## src/rtl/serPkg.sv

```systemverilog
`timescale 1ns/1ps
package serPkg;
  // strobes from the sequencing control to the datapath
  typedef struct packed {
    logic load;        // capture the parallel frame at this edge
    logic advEven;     // even branch emits this cycle and advances its tokens
    logic advOdd;      // odd branch emits this cycle and advances its tokens
    logic oddPhase;    // output selector picks the odd branch
    logic frameStart;  // this cycle carries bit 0
  } ctlStrobes_t;
endpackage

```

## src/rtl/tokenRing.sv

```systemverilog
`timescale 1ns/1ps
module tokenRing #(
  parameter int LEN = 11
) (
  input  logic           clk,
  input  logic           rstN,
  input  logic           advance,
  output logic [LEN-1:0] token
);
  always_ff @(posedge clk or negedge rstN) begin
    if (!rstN) token <= {{(LEN-1){1'b0}}, 1'b1};
    else if (advance) token <= {token[LEN-2:0], token[LEN-1]};
  end

  AST_TOKEN_ONEHOT: assert property (@(posedge clk) disable iff (!rstN)
    $onehot(token));
  AST_TOKEN_HOLD: assert property (@(posedge clk) disable iff (!rstN)
    !advance |=> $stable(token));
  AST_TOKEN_WRAP: assert property (@(posedge clk) disable iff (!rstN)
    (advance && token[LEN-1]) |=> token[0]);
endmodule

```

## src/rtl/serBranch.sv

```systemverilog
`timescale 1ns/1ps
module serBranch #(
  parameter int SUB_LEN = 11,
  parameter int NUM_SUB = 3,
  localparam int HALF = SUB_LEN * NUM_SUB
) (
  input  logic            clk,
  input  logic            rstN,
  input  logic            advance,
  input  logic [HALF-1:0] bits,
  output logic            bitOut,
  output logic            homeFlag
);
  logic [NUM_SUB-1:0] outerTok;
  logic [NUM_SUB-1:0] innerLast;
  logic [NUM_SUB-1:0] innerHome;
  logic [NUM_SUB-1:0] subBit;
  logic               outerAdv;

  for (genvar s = 0; s < NUM_SUB; s++) begin : gSub
    logic [SUB_LEN-1:0] innerTok;
    logic               innerBus;

    tokenRing #(.LEN(SUB_LEN)) i_inner (
      .clk    (clk),
      .rstN   (rstN),
      .advance(advance & outerTok[s]),
      .token  (innerTok)
    );

    // shared bus of this sub-serialiser: only the token holder drives it
    assign innerBus     = |(innerTok & bits[s*SUB_LEN +: SUB_LEN]);
    assign subBit[s]    = innerBus & outerTok[s];
    assign innerLast[s] = innerTok[SUB_LEN-1];
    assign innerHome[s] = innerTok[0];
  end

  // the selector ring moves on when the chosen sub-ring hands back its token
  assign outerAdv = advance & |(outerTok & innerLast);

  tokenRing #(.LEN(NUM_SUB)) i_outer (
    .clk    (clk),
    .rstN   (rstN),
    .advance(outerAdv),
    .token  (outerTok)
  );

  assign bitOut   = |subBit;
  assign homeFlag = outerTok[0] & (&innerHome);
endmodule

```

## src/rtl/serControl.sv

```systemverilog
`timescale 1ns/1ps
module serControl
  import serPkg::*;
#(
  parameter int FRAME = 66,
  localparam int POS_W = $clog2(FRAME)
) (
  input  logic        clk,
  input  logic        rstN,
  input  logic        loadStrobe,
  output ctlStrobes_t ctl,
  output logic        loadError
);
  logic [POS_W-1:0] pos;
  logic             atBoundary;

  assign atBoundary = (pos == POS_W'(FRAME-1));

  always_ff @(posedge clk or negedge rstN) begin
    if (!rstN) pos <= '0;
    else if (atBoundary) pos <= '0;
    else pos <= pos + 1'b1;
  end

  always_ff @(posedge clk or negedge rstN) begin
    if (!rstN) loadError <= 1'b0;
    else if (loadStrobe && !atBoundary) loadError <= 1'b1;
  end

  always_comb begin
    ctl.load       = loadStrobe & atBoundary;
    ctl.oddPhase   = pos[0];
    ctl.advEven    = ~pos[0];
    ctl.advOdd     = pos[0];
    ctl.frameStart = (pos == '0);
  end

  AST_ERR_STICKY: assert property (@(posedge clk) disable iff (!rstN)
    loadError |=> loadError);
  AST_BAD_STROBE: assert property (@(posedge clk) disable iff (!rstN)
    (loadStrobe && !atBoundary) |=> loadError);
  AST_NO_GAP: assert property (@(posedge clk) disable iff (!rstN)
    atBoundary |=> ctl.frameStart);
endmodule

```

## src/rtl/serDatapath.sv

```systemverilog
`timescale 1ns/1ps
module serDatapath
  import serPkg::*;
#(
  parameter int SUB_LEN = 11,
  parameter int NUM_SUB = 3,
  localparam int HALF  = SUB_LEN * NUM_SUB,
  localparam int FRAME = 2 * HALF
) (
  input  logic             clk,
  input  logic             rstN,
  input  ctlStrobes_t      ctl,
  input  logic [FRAME-1:0] frameIn,
  output logic             serOut
);
  logic [FRAME-1:0] frameReg;
  logic [HALF-1:0]  evenBits;
  logic [HALF-1:0]  oddBits;
  logic             evenBit, oddBit;
  logic             evenHome, oddHome;

  always_ff @(posedge clk or negedge rstN) begin
    if (!rstN) frameReg <= '0;
    else if (ctl.load) frameReg <= frameIn;
  end

  for (genvar k = 0; k < HALF; k++) begin : gSplit
    assign evenBits[k] = frameReg[2*k];
    assign oddBits[k]  = frameReg[2*k+1];
  end

  serBranch #(.SUB_LEN(SUB_LEN), .NUM_SUB(NUM_SUB)) i_evenBranch (
    .clk     (clk),
    .rstN    (rstN),
    .advance (ctl.advEven),
    .bits    (evenBits),
    .bitOut  (evenBit),
    .homeFlag(evenHome)
  );

  serBranch #(.SUB_LEN(SUB_LEN), .NUM_SUB(NUM_SUB)) i_oddBranch (
    .clk     (clk),
    .rstN    (rstN),
    .advance (ctl.advOdd),
    .bits    (oddBits),
    .bitOut  (oddBit),
    .homeFlag(oddHome)
  );

  assign serOut = ctl.oddPhase ? oddBit : evenBit;

  AST_LOAD_CAPTURE: assert property (@(posedge clk) disable iff (!rstN)
    ctl.load |=> frameReg == $past(frameIn));
  AST_FRAME_HOLD: assert property (@(posedge clk) disable iff (!rstN)
    !ctl.load |=> $stable(frameReg));
  AST_RINGS_HOME: assert property (@(posedge clk) disable iff (!rstN)
    ctl.frameStart |-> (evenHome && oddHome));
endmodule

```

## src/rtl/frameSerializer.sv

```systemverilog
`timescale 1ns/1ps
module frameSerializer
  import serPkg::*;
#(
  parameter int SUB_LEN = 11,
  parameter int NUM_SUB = 3,
  localparam int FRAME = 2 * SUB_LEN * NUM_SUB
) (
  input  logic             clk,
  input  logic             rstN,
  input  logic [FRAME-1:0] frameIn,
  input  logic             loadStrobe,
  output logic             serOut,
  output logic             frameStart,
  output logic             loadError
);
  ctlStrobes_t ctl;

  serControl #(.FRAME(FRAME)) i_control (
    .clk       (clk),
    .rstN      (rstN),
    .loadStrobe(loadStrobe),
    .ctl       (ctl),
    .loadError (loadError)
  );

  serDatapath #(.SUB_LEN(SUB_LEN), .NUM_SUB(NUM_SUB)) i_datapath (
    .clk    (clk),
    .rstN   (rstN),
    .ctl    (ctl),
    .frameIn(frameIn),
    .serOut (serOut)
  );

  assign frameStart = ctl.frameStart;
endmodule

```

## config.mk

```make
export PLATFORM = sky130hd
export DESIGN_NAME = frameSerializer
export DESIGN_NICKNAME = d
export VERILOG_FILES = /design/src/rtl/serPkg.sv /design/src/rtl/tokenRing.sv /design/src/rtl/serBranch.sv /design/src/rtl/serControl.sv /design/src/rtl/serDatapath.sv /design/src/rtl/frameSerializer.sv
export SDC_FILE = /design/constraint.sdc
export NUM_CORES = 1
export LEC_CHECK = 0
export ABC_AREA = 1
export BUFFER_PORTS_ARGS = -buffer_cell sky130_fd_sc_hd__buf_4
export CAP_MARGIN = 20
export CORE_MARGIN = 8
export CORE_UTILIZATION = 61
export DETAILED_ROUTE_END_ITERATION = 10
export GPL_TIMING_DRIVEN = 0
export PLACE_DENSITY_LB_ADDON = 0.2
export RECOVER_POWER = 25
export SLEW_MARGIN = 40
export SYNTH_ARGS = -nofsm -noshare
export SYNTH_HDL_FRONTEND = slang
export SYNTH_SLANG_ARGS = --single-unit
```

## constraint.sdc

```tcl
create_clock -name clk -period 4.3 [get_ports clk]
set_clock_uncertainty 0.15 [all_clocks]
set_input_delay 0.645 -clock clk [delete_from_list [all_inputs] [get_ports clk]]
set_output_delay 0.645 -clock clk [all_outputs]
set_load 0.01 [all_outputs]
```

-- After elaboration in Yosys (flattened, before gate mapping)
Cells that the tools add are included.
- add/subtract/negate cells: 1
- multipliers: 0
- divide/modulo/power cells: 0
- order comparisons: 0
- equality and inequality tests: 1
- shift-type cells: 0
- muxes and demuxes: 2
- bitwise operators: 24
- reductions and logical operators: 13
- operator list (kind ; count):
    AND 11 bit ; 6
    OR reduction 11 bit ; 6
    AND 1 bit ; 15
    OR reduction 3 bit ; 4
    adder 7 x 1 -> 7 bit, second input constant ; 1
    == test 7 bit, second input constant ; 1
    logical NOT 7 bit ; 1
    two-way mux 7 bit ; 1
    AND 3 bit ; 2
    logical AND 1 bit ; 1
    logical NOT 1 bit ; 1
    two-way mux 1 bit ; 1
    inverter 1 bit ; 1
- register bits: 146
- bits in latches: 0
- RAM bits: 0
- ROM bits: 0
- input bits: 69
- output and inout port bits: 3
- word-level logic and storage cells: 52
- memories kept: 0

-- Longest topological paths before layout
Gate-level depths: netlist of the first run.
- depth after elaboration: 5
- mapped depth: 9
- mapped depth without buffers: 8

-- By module
A second synthesis of the first run with hierarchy kept.
- cell total of the unflattened synthesis: 803
- area total of the unflattened synthesis: 6312.3 sq um
- by module, submodules not included (module ; instances ; cells an instance ; area an instance (sq um) ; seq. area each (sq um)):
    tokenRing at i_datapath.i_evenBranch.gSub[0].i_inner ... ; 6 ; 47 ; 422.9 ; 276.5
    serDatapath ; 1 ; 283 ; 2496.1 ; 1651.6
    serBranch ; 2 ; 80 ; 310.3 ; 0.0
    serControl ; 1 ; 52 ; 430.4 ; 200.2
    tokenRing at i_datapath.i_evenBranch.i_outer ... ; 2 ; 13 ; 113.9 ; 76.3

-- Worst setup path after synthesis of the first run
Ideal clock, no wire load.
- path kind: register -> output
- from: register i_control.pos[0]
- to: output port frameStart
- arrival: 0.984 ns
- required time: 3.505 ns
- slack: 2.521 ns
- cell stages (with the launch flop): 4
- path buffers: 0
- path through: dfrtp_1 inv_1 ha_1 nor3b_1
- longest elaborated chain between the ends: 1
- ends and longest elaborated chain (what ; line ; text):
    start, declared ; serControl.sv:14 ; logic [POS_W-1:0] pos;
    start signal, assigned ; serControl.sv:22 ; else pos <= pos + 1'b1;
    logical NOT 7 bit ; serControl.sv:35 ; ctl.frameStart = (pos == '0);
    end, declared ; frameSerializer.sv:14 ; output logic frameStart,
Every way passes these cells.

==> results of run 1 <==
through the flow:
step                      hold WS [ps]  power (mW)  instance area, um2  worst slack (ps)
after global placement             291        1.48                6920              1860
after floorplan                    199        1.41                6230              2520
after global routing               179        3.13                7620               916
final                              187        3.04                7620              1350
after detailed placement           296        1.49                6990              2200
after CTS                          171        3.06                7630              1620
synth_stat cells:
cell type / count
nand2_1: 407
dfrtp_1: 138
nand3_1: 78
inv_1: 31
o21ai_0: 23
nor2_1: 20
clkbuf_1: 19
dfstp_2: 8
buf_2: 6
buf_4: 6
a21oi_1: 4
buf_6: 3
ha_1: 3
nand3b_1: 2
nor3_1: 2
xor2_1: 2
a21o_1: 1
mux2_2: 1
nand2_2: 1
nor2_4: 1
nor3b_1: 1
or2_2: 1
xnor2_1: 1
layout make-up:
cell class                 instances  area (um2)  area share, %
clock inverter                    11         183           2.40
inverter                          31         116           1.53
buffer                            34         180           2.37
sequential                       146        3660           48.1
multi-input combinational        548        2270           29.8
timing repair buffer              73         587           7.70
tap                              136         170           2.23
clock buffer                      21         449           5.90
path summary, 6_finish.rpt:
| check | end | start | cells after the start |
|---|---|---|---|
| max | i_datapath.i_oddBranch.gSub[0].i_inner.token[0] | rstN | 4 |
| min | i_datapath.frameReg[56] | frameIn[56] | 3 |
| max reg2reg | i_datapath.frameReg[38] | i_control.pos[0] | 8 |
| min reg2reg | i_control.loadError | i_control.loadError | 1 |
| max in group clk | serOut | i_datapath.i_evenBranch.gSub[2].i_inner.token[2] | 9 |
| min in group asynchronous | i_datapath.frameReg[56] | rstN | 2 |
logic make-up (layout without fill, tap and decap cells):
kind of cell | Yosys count | in the layout
DFF | 146 | 146
buffers and inverters | 65 | 170
muxes | 1 | 1
adders and majority gates | 3 | 3
and+or+nand+nor | 513 | 513
xor gates and xnor gates | 3 | 3
AOI/OAI and AO/OA | 28 | 28
worst max-delay path, cell delays in order:
cell	delay [ps]
dlygate4sd3_1	520
clkbuf_1	1620
buf_16	320
buf_16	290
metal layers:
layer / global-route usage (%) / share of wire [%] / vias up
li1: - / - / 2541
met2: 38.5 / 51 / 162
met5: 0 / 0 / -
met4: 10.2 / 1.8 / 0
met1: 27.9 / 41 / 2560
met3: 5.90 / 6.0 / 23
registers in the layout, indices dropped and copies added, names as in the netlist:
register	flops
i_control.loadError	1
i_control.pos	7
i_datapath.frameReg	66
i_datapath.i_evenBranch.gSub.i_inner.token	33
i_datapath.i_evenBranch.i_outer.token	3
i_datapath.i_oddBranch.gSub.i_inner.token	33
i_datapath.i_oddBranch.i_outer.token	3
power by group:
group | internal (mW) | leakage (nW) | switching (mW)
Clock | 1.03 | 0.311 | 0.550
Sequential | 1.37 | 1.99 | 0.0000000000000000211
Combinational | 0.0456 | 1.97 | 0.0475
what timing repair did:
| action | CTS | global route |
|---|---|---|
| resized for setup | 0 | 0 |
| endpoints found under the hold margin | 39 | 0 |
| hold buffers | 1 | 0 |
==> results.md, run 1 <==
- Vias in the first global route: around 5300
- Pin count of the biggest net entering global routing: 60
- Root Buffer: clkbuf_8
- Core area: just over 10000 um2
- Core Util, Final: 75.1%
- Synth Instances: 759
- IO Port Bufs: 70
- Largest family of logic cells by synthesized area: simple AND/OR/NAND/NOR gates
- Crit Path Max Fanout: 59
- Top-area cell type share of the netlist area: between 50% and 60%
- Adder-cell area share of the yosys netlist: less than 1%
- Crit end category: asynchronous set/reset pin
- Synth Area in Compound Gates: approximately 2.3%
- CP required: 4800 ps
- H-tree depth: 4
- Antenna Nets Post-Route: 0
- GRT Total Usage: 23.1%
- Top cells by area, synth: dfrtp_1 (55%), nand2_1 (25%), nand3_1 (6.3%)
- Commonest non-fill, non-tap cell in the layout: nand2_1
- FILL cells: 749
- Final number of max-transition violations: 41
- Status: finished, violations left
- Core Rows: 37
- Ys Warns: 0
- Die area: about 14000 um2
- Num CTS Buffers: 17
- Nets: approximately 920
- Layout area overhead: 22.3%
- Syn_nets: between 800 and 900
- Post-synthesis cell area: between 6000 and 7000 um2
- Seq/Total Area, Yosys: approximately three fifths
- Post-Route Setup TNS: 0 ps
- Critical Path AT: around 3500 ps
- Clk buf depth: 2
- GRT overflow: 0
- Die Span Y: approximately 120 um
- Max-cap violations: 1
- Residual DRC count: 0
- First drt pass iteration count: 5
- Power Density: roughly 400 nW/um2
- Netlist cell types: 23
- Initial antenna violation count: 0
- Diode count: 0
- DP HPWL: just under 10 mm
- RSZ-0062 raised after global routing: false
- R2r setup slk: around 2400 ps
- Max VDD drop: between 0.0003 and 0.0004 V
- Most frequent cells in the layout: nand2_1 (407), dfrtp_1 (138), nand3_1 (78)
- Startpoint types: input pin
- HP Class: in -> reg
- Crit Path Category: in -> async
- Pleak: approximately 4.3 nW
- Initial core utilization: between 60% and 70%
- Area leader, netlist: dfrtp_1
- GP Congestion: a little over 0.8
- Setup Buffers After CTS: 0
- Min Clock Period, post-route: just under 3000 ps
- # IOs: 72
- Final WL: between 10 and 15 mm
- Synthesized flop and latch total: 146
- Share of layout cells above drive strength 1: 14.8%
- CTS tree: built
- Dpl cells: 967
- Syn Area/Cell: slightly above 8 um2
- Vias/cell: about 5.3
- First-pass GRT wire length: around 24 mm
- Clock transition at path regs: around 60 ps
- Rel. slew slack: -51.8%
- XOR/XNOR Fraction of Synth Area: 0.422%
- Initial drt markers: 509
- Finished Layout Cells: 1000
- Worst-Margin Slew: about 2300 ps
- Mux contribution to synthesized area: less than 1%
- Wire length per cell: roughly 14 um
- Period utilization: 68.6%
- Simple-gate share of the synthesized area: about 33%
- Setup Viol. Count Final: 0
- Violated checks: capacitance limit, slew limit
- Die W: 117 um
- Clock tree sinks: 146
- Vias: ~5300
- Worst skew pair latency: approximately 540 ps
- Fmax: ~340 MHz
- Final count of hold timing violations: 0
(Power assumes the default switching activity.)
==> run 2, diff against run 1 <==
--- a/config.mk
+++ b/config.mk
@@ -9,7 +9,7 @@
 export BUFFER_PORTS_ARGS = -buffer_cell sky130_fd_sc_hd__buf_4
 export CAP_MARGIN = 20
 export CORE_MARGIN = 8
-export CORE_UTILIZATION = 61
+export CORE_UTILIZATION = 58
 export DETAILED_ROUTE_END_ITERATION = 10
 export GPL_TIMING_DRIVEN = 0
 export PLACE_DENSITY_LB_ADDON = 0.2
==> constraint.sdc (replaced) <==
create_clock -name clk -period 2.75 [get_ports clk]
set_clock_uncertainty 0.15 [all_clocks]
set_input_delay 0.4125 -clock clk [delete_from_list [all_inputs] [get_ports clk]]
set_output_delay 0.4125 -clock clk [all_outputs]
set_load 0.01 [all_outputs]
==> results.md, run 2 (same netlist as run 1, synthesis figures left out) <==
- Met2 wire length: 7.78 mm (was 7.30 mm)
- R2r startpoint: i_control.pos[0] (unchanged)
- Largest registers: i_datapath.frameReg x66, i_datapath.i_evenBranch.gSub.i_inner.token x33, i_datapath.i_oddBranch.gSub.i_inner.token x33 (unchanged)
- Power Density: 571 nW/um2 (was 400 nW/um2)
- Slowest cell delay on critical path: 550 ps (was 1620 ps)
- Max FFs per register: 66 (unchanged)
- FILL cells: 729 (was 749)
- Worst hold start: frameIn[61] (was frameIn[56])
- Vias: 5440 (was 5286)
- Status: finished, violations left (unchanged)
- Clock transition at path regs: 60 ps (about the same)
- Die area: 14300 um2 (was 13700 um2)
- Register Area: 3660 um2 (unchanged)
- DRT met1 WL: 6.45 mm (was 5.90 mm)
- Worst-Margin Slew: 1860 ps (was 2280 ps)
- RSZ-0062 raised after global routing: false (unchanged)
- Max VDD drop: 0.000453 V (was 0.000345 V)
- Largest reg by FF count: i_datapath.frameReg (unchanged)
- Setup Viol. Count Final: 0 (unchanged)
- Seq pwr share: 46.0% (was 45.2%)
- Layout area overhead: 31.6% (was 22.3%)
- Final count of hold timing violations: 0 (unchanged)
- Comb pwr share: 4.7% (was 3.1%)
- Final number of max-transition violations: 73 (was 41)
- First-pass GRT wire length: 26.0 mm (was 24.3 mm)
- Crit Path Max Fanout: 9 (was 59)
- Final WL: 15.2 mm (was 14.3 mm)
- Pleak: 4.49 nW (was 4.27 nW)
- Startpoint types: flip-flop (was input pin)
- CTS tree: built (unchanged)
- Pre-CTS setup slack: 854 ps (was 2200 ps)
- Clock tree sinks: 146 (unchanged)
- First drt pass iteration count: 5 (unchanged)
- Period utilization: 87.9%
- Family with the most delay on the worst path: simple AND/OR/NAND/NOR gates (was buffers and inverters)
- Crit Path Category: reg -> out (was in -> async)
- Worst setup margin: 333 ps (was 1350 ps)
- Reg2reg path depth: 8 (unchanged)
- GRT Total Usage: 22.5% (was 23.1%)
- GRT overflow: 0 (unchanged)
- DP HPWL: 9.69 mm (was 9.80 mm)
- Hold EP: i_datapath.frameReg[61] (was i_datapath.frameReg[56])
- Initial antenna violation count: 0 (unchanged)
- Reg2reg end: i_datapath.frameReg[40] (was i_datapath.frameReg[38])
- Diode count: 0 (unchanged)
- Clk buf depth: 2 (unchanged)
- Min Clock Period, post-route: ~2400 ps
- Share of layout cells above drive strength 1: 13.8% (was 14.8%)
- CP Cell Sequence: nor2_1 -> nand2_1 -> nand2_1 -> nor2_1 -> nand2_1 -> buf_4 (was dlygate4sd3_1 -> clkbuf_1 -> buf_16 -> buf_16)
- Num CTS Buffers: 17 (unchanged)
- Die Span Y: 120 um (was 117 um)
- Power share of the clock group: 49.4% (was 51.8%)
- Initial core utilization: 58.5% (was 61.4%)
- Cell Int Power: 3.68 mW (was 2.45 mW)
- Initial drt markers: 402 (was 509)
- Worst skew pair latency: 530 ps (was 540 ps)
- Nets: 986 (was 923)
- H-tree depth: 4 (unchanged)
- Routed met3 length: 610 um (was 864 um)
- Max-cap violations: 1 (unchanged)
- Antenna Nets Post-Route: 0 (unchanged)
- HP Class: in -> reg (unchanged)
- Hold Path Cell Cnt: 3 (unchanged)
- Pin count of the biggest net entering global routing: 75 (was 60)
- R2r setup slk: 840 ps (was 2370 ps)
- Vias/cell: 5.10 (was 5.29)
- CP required: 2190 ps (was 4800 ps)
- Vias in the first global route: 5572 (was 5296)
- Critical-path top delay cell: dfrtp_1 (was clkbuf_1)
- Most frequent cells in the layout: nand2_1 (407), dfrtp_1 (138), nand3_1 (78) (unchanged)
- Stages on worst setup path: 6 (was 4)
- Core Rows: 38 (was 37)
- Critical path buffer and inverter count: 1 (was 4)
- Critical Path AT: 1850 ps (was 3450 ps)
- Die W: 120 um (was 117 um)
- Residual DRC count: 0 (unchanged)
- Core area: 10700 um2 (was 10100 um2)
- Violated checks: capacitance limit, slew limit (unchanged)
- Multi-input logic area: 2270 um2 (unchanged)
- Rel. slew slack: -24.0% (was -51.8%)
- Crit end category: primary output (was asynchronous set/reset pin)
- Post-Route Setup TNS: 0 ps (unchanged)
- Sw Share: 21.2% (was 19.6%)
- Root Buffer: clkbuf_8 (unchanged)
- IO Port Bufs: 70 (unchanged)
- Switching Power: 0.993 mW (was 0.597 mW)
- Wire length per cell: 14.2 um (was 14.3 um)
- CP most frequent cell: nand2_1 (was buf_16)
- GP Congestion: 0.797 (was 0.809)
- Top Layer Used: met4 (unchanged)
- Fmax: 414 MHz
- Commonest non-fill, non-tap cell in the layout: nand2_1 (unchanged)
- # IOs: 72 (unchanged)
## run 2: cell type report
cell class | instances | area share [%]
clock inverter | 12 | 1.92
inverter | 31 | 1.42
multi-input combinational | 548 | 27.7
sequential | 146 | 44.7
buffer | 34 | 2.20
tap | 140 | 2.14
timing repair buffer | 136 | 14.7
clock buffer | 20 | 5.31
## run 2: routing by layer
layer | GRT usage, % | up-vias
li1 | - | 2663
met1 | 26.8 | 2633
met2 | 38.4 | 114
met3 | 5.31 | 30
met4 | 9.76 | 0
met5 | 0 | -
## run 2: power groups by stage
stage	logic, mW	registers (mW)	clock network, mW
after floorplan	0.0143	2.19	0
after global placement	0.134	2.19	0
after detailed placement	0.144	2.19	0
after CTS	0.219	2.15	2.33
after global routing	0.237	2.15	2.43
final	0.219	2.15	2.31
## run 2: worst max-delay path by stage
stage	start	end	slack (ps)
floorplan	i_control.pos[0]	frameStart	1200
global placement	rstN	i_datapath.i_oddBranch.gSub[0].i_inner.token[6]	550
detailed placement	i_control.pos[0]	i_datapath.frameReg[40]	850
CTS	i_control.pos[0]	serOut	330
global route	rstN	i_datapath.frameReg[15]	140
finish	i_control.pos[0]	serOut	330
## run 2: repair_timing
action / CTS / global route
buffers inserted: 0 / 0
resized for setup: 0 / 0
hold buffers: 65 / 0
setup endpoints to repair: 0 / 0
endpoints found under the hold margin: 134 / 0
## run 2: tightest hold or removal path: cells and delay by family
kind                   cells  cell delay, ps
buffers and inverters      1              80
and+or+nand+nor            2             170
## run 2: metrics by stage
step / power (mW) / utilization (%) / instance area (um2) / cells / hold slack [ps]
CTS: 4.70 / 77.1 / 8210 / 1067 / 1.63
detailed placement: 2.33 / 65.4 / 6960 / 970 / 267
global placement: 2.32 / 65.0 / 6930 / 969 / 290
floorplan: 2.20 / - / 6230 / 759 / -33.1
finish: 4.68 / 77.0 / 8200 / 1067 / 13.1
global route: 4.82 / 77.0 / 8200 / 1067 / 4.03
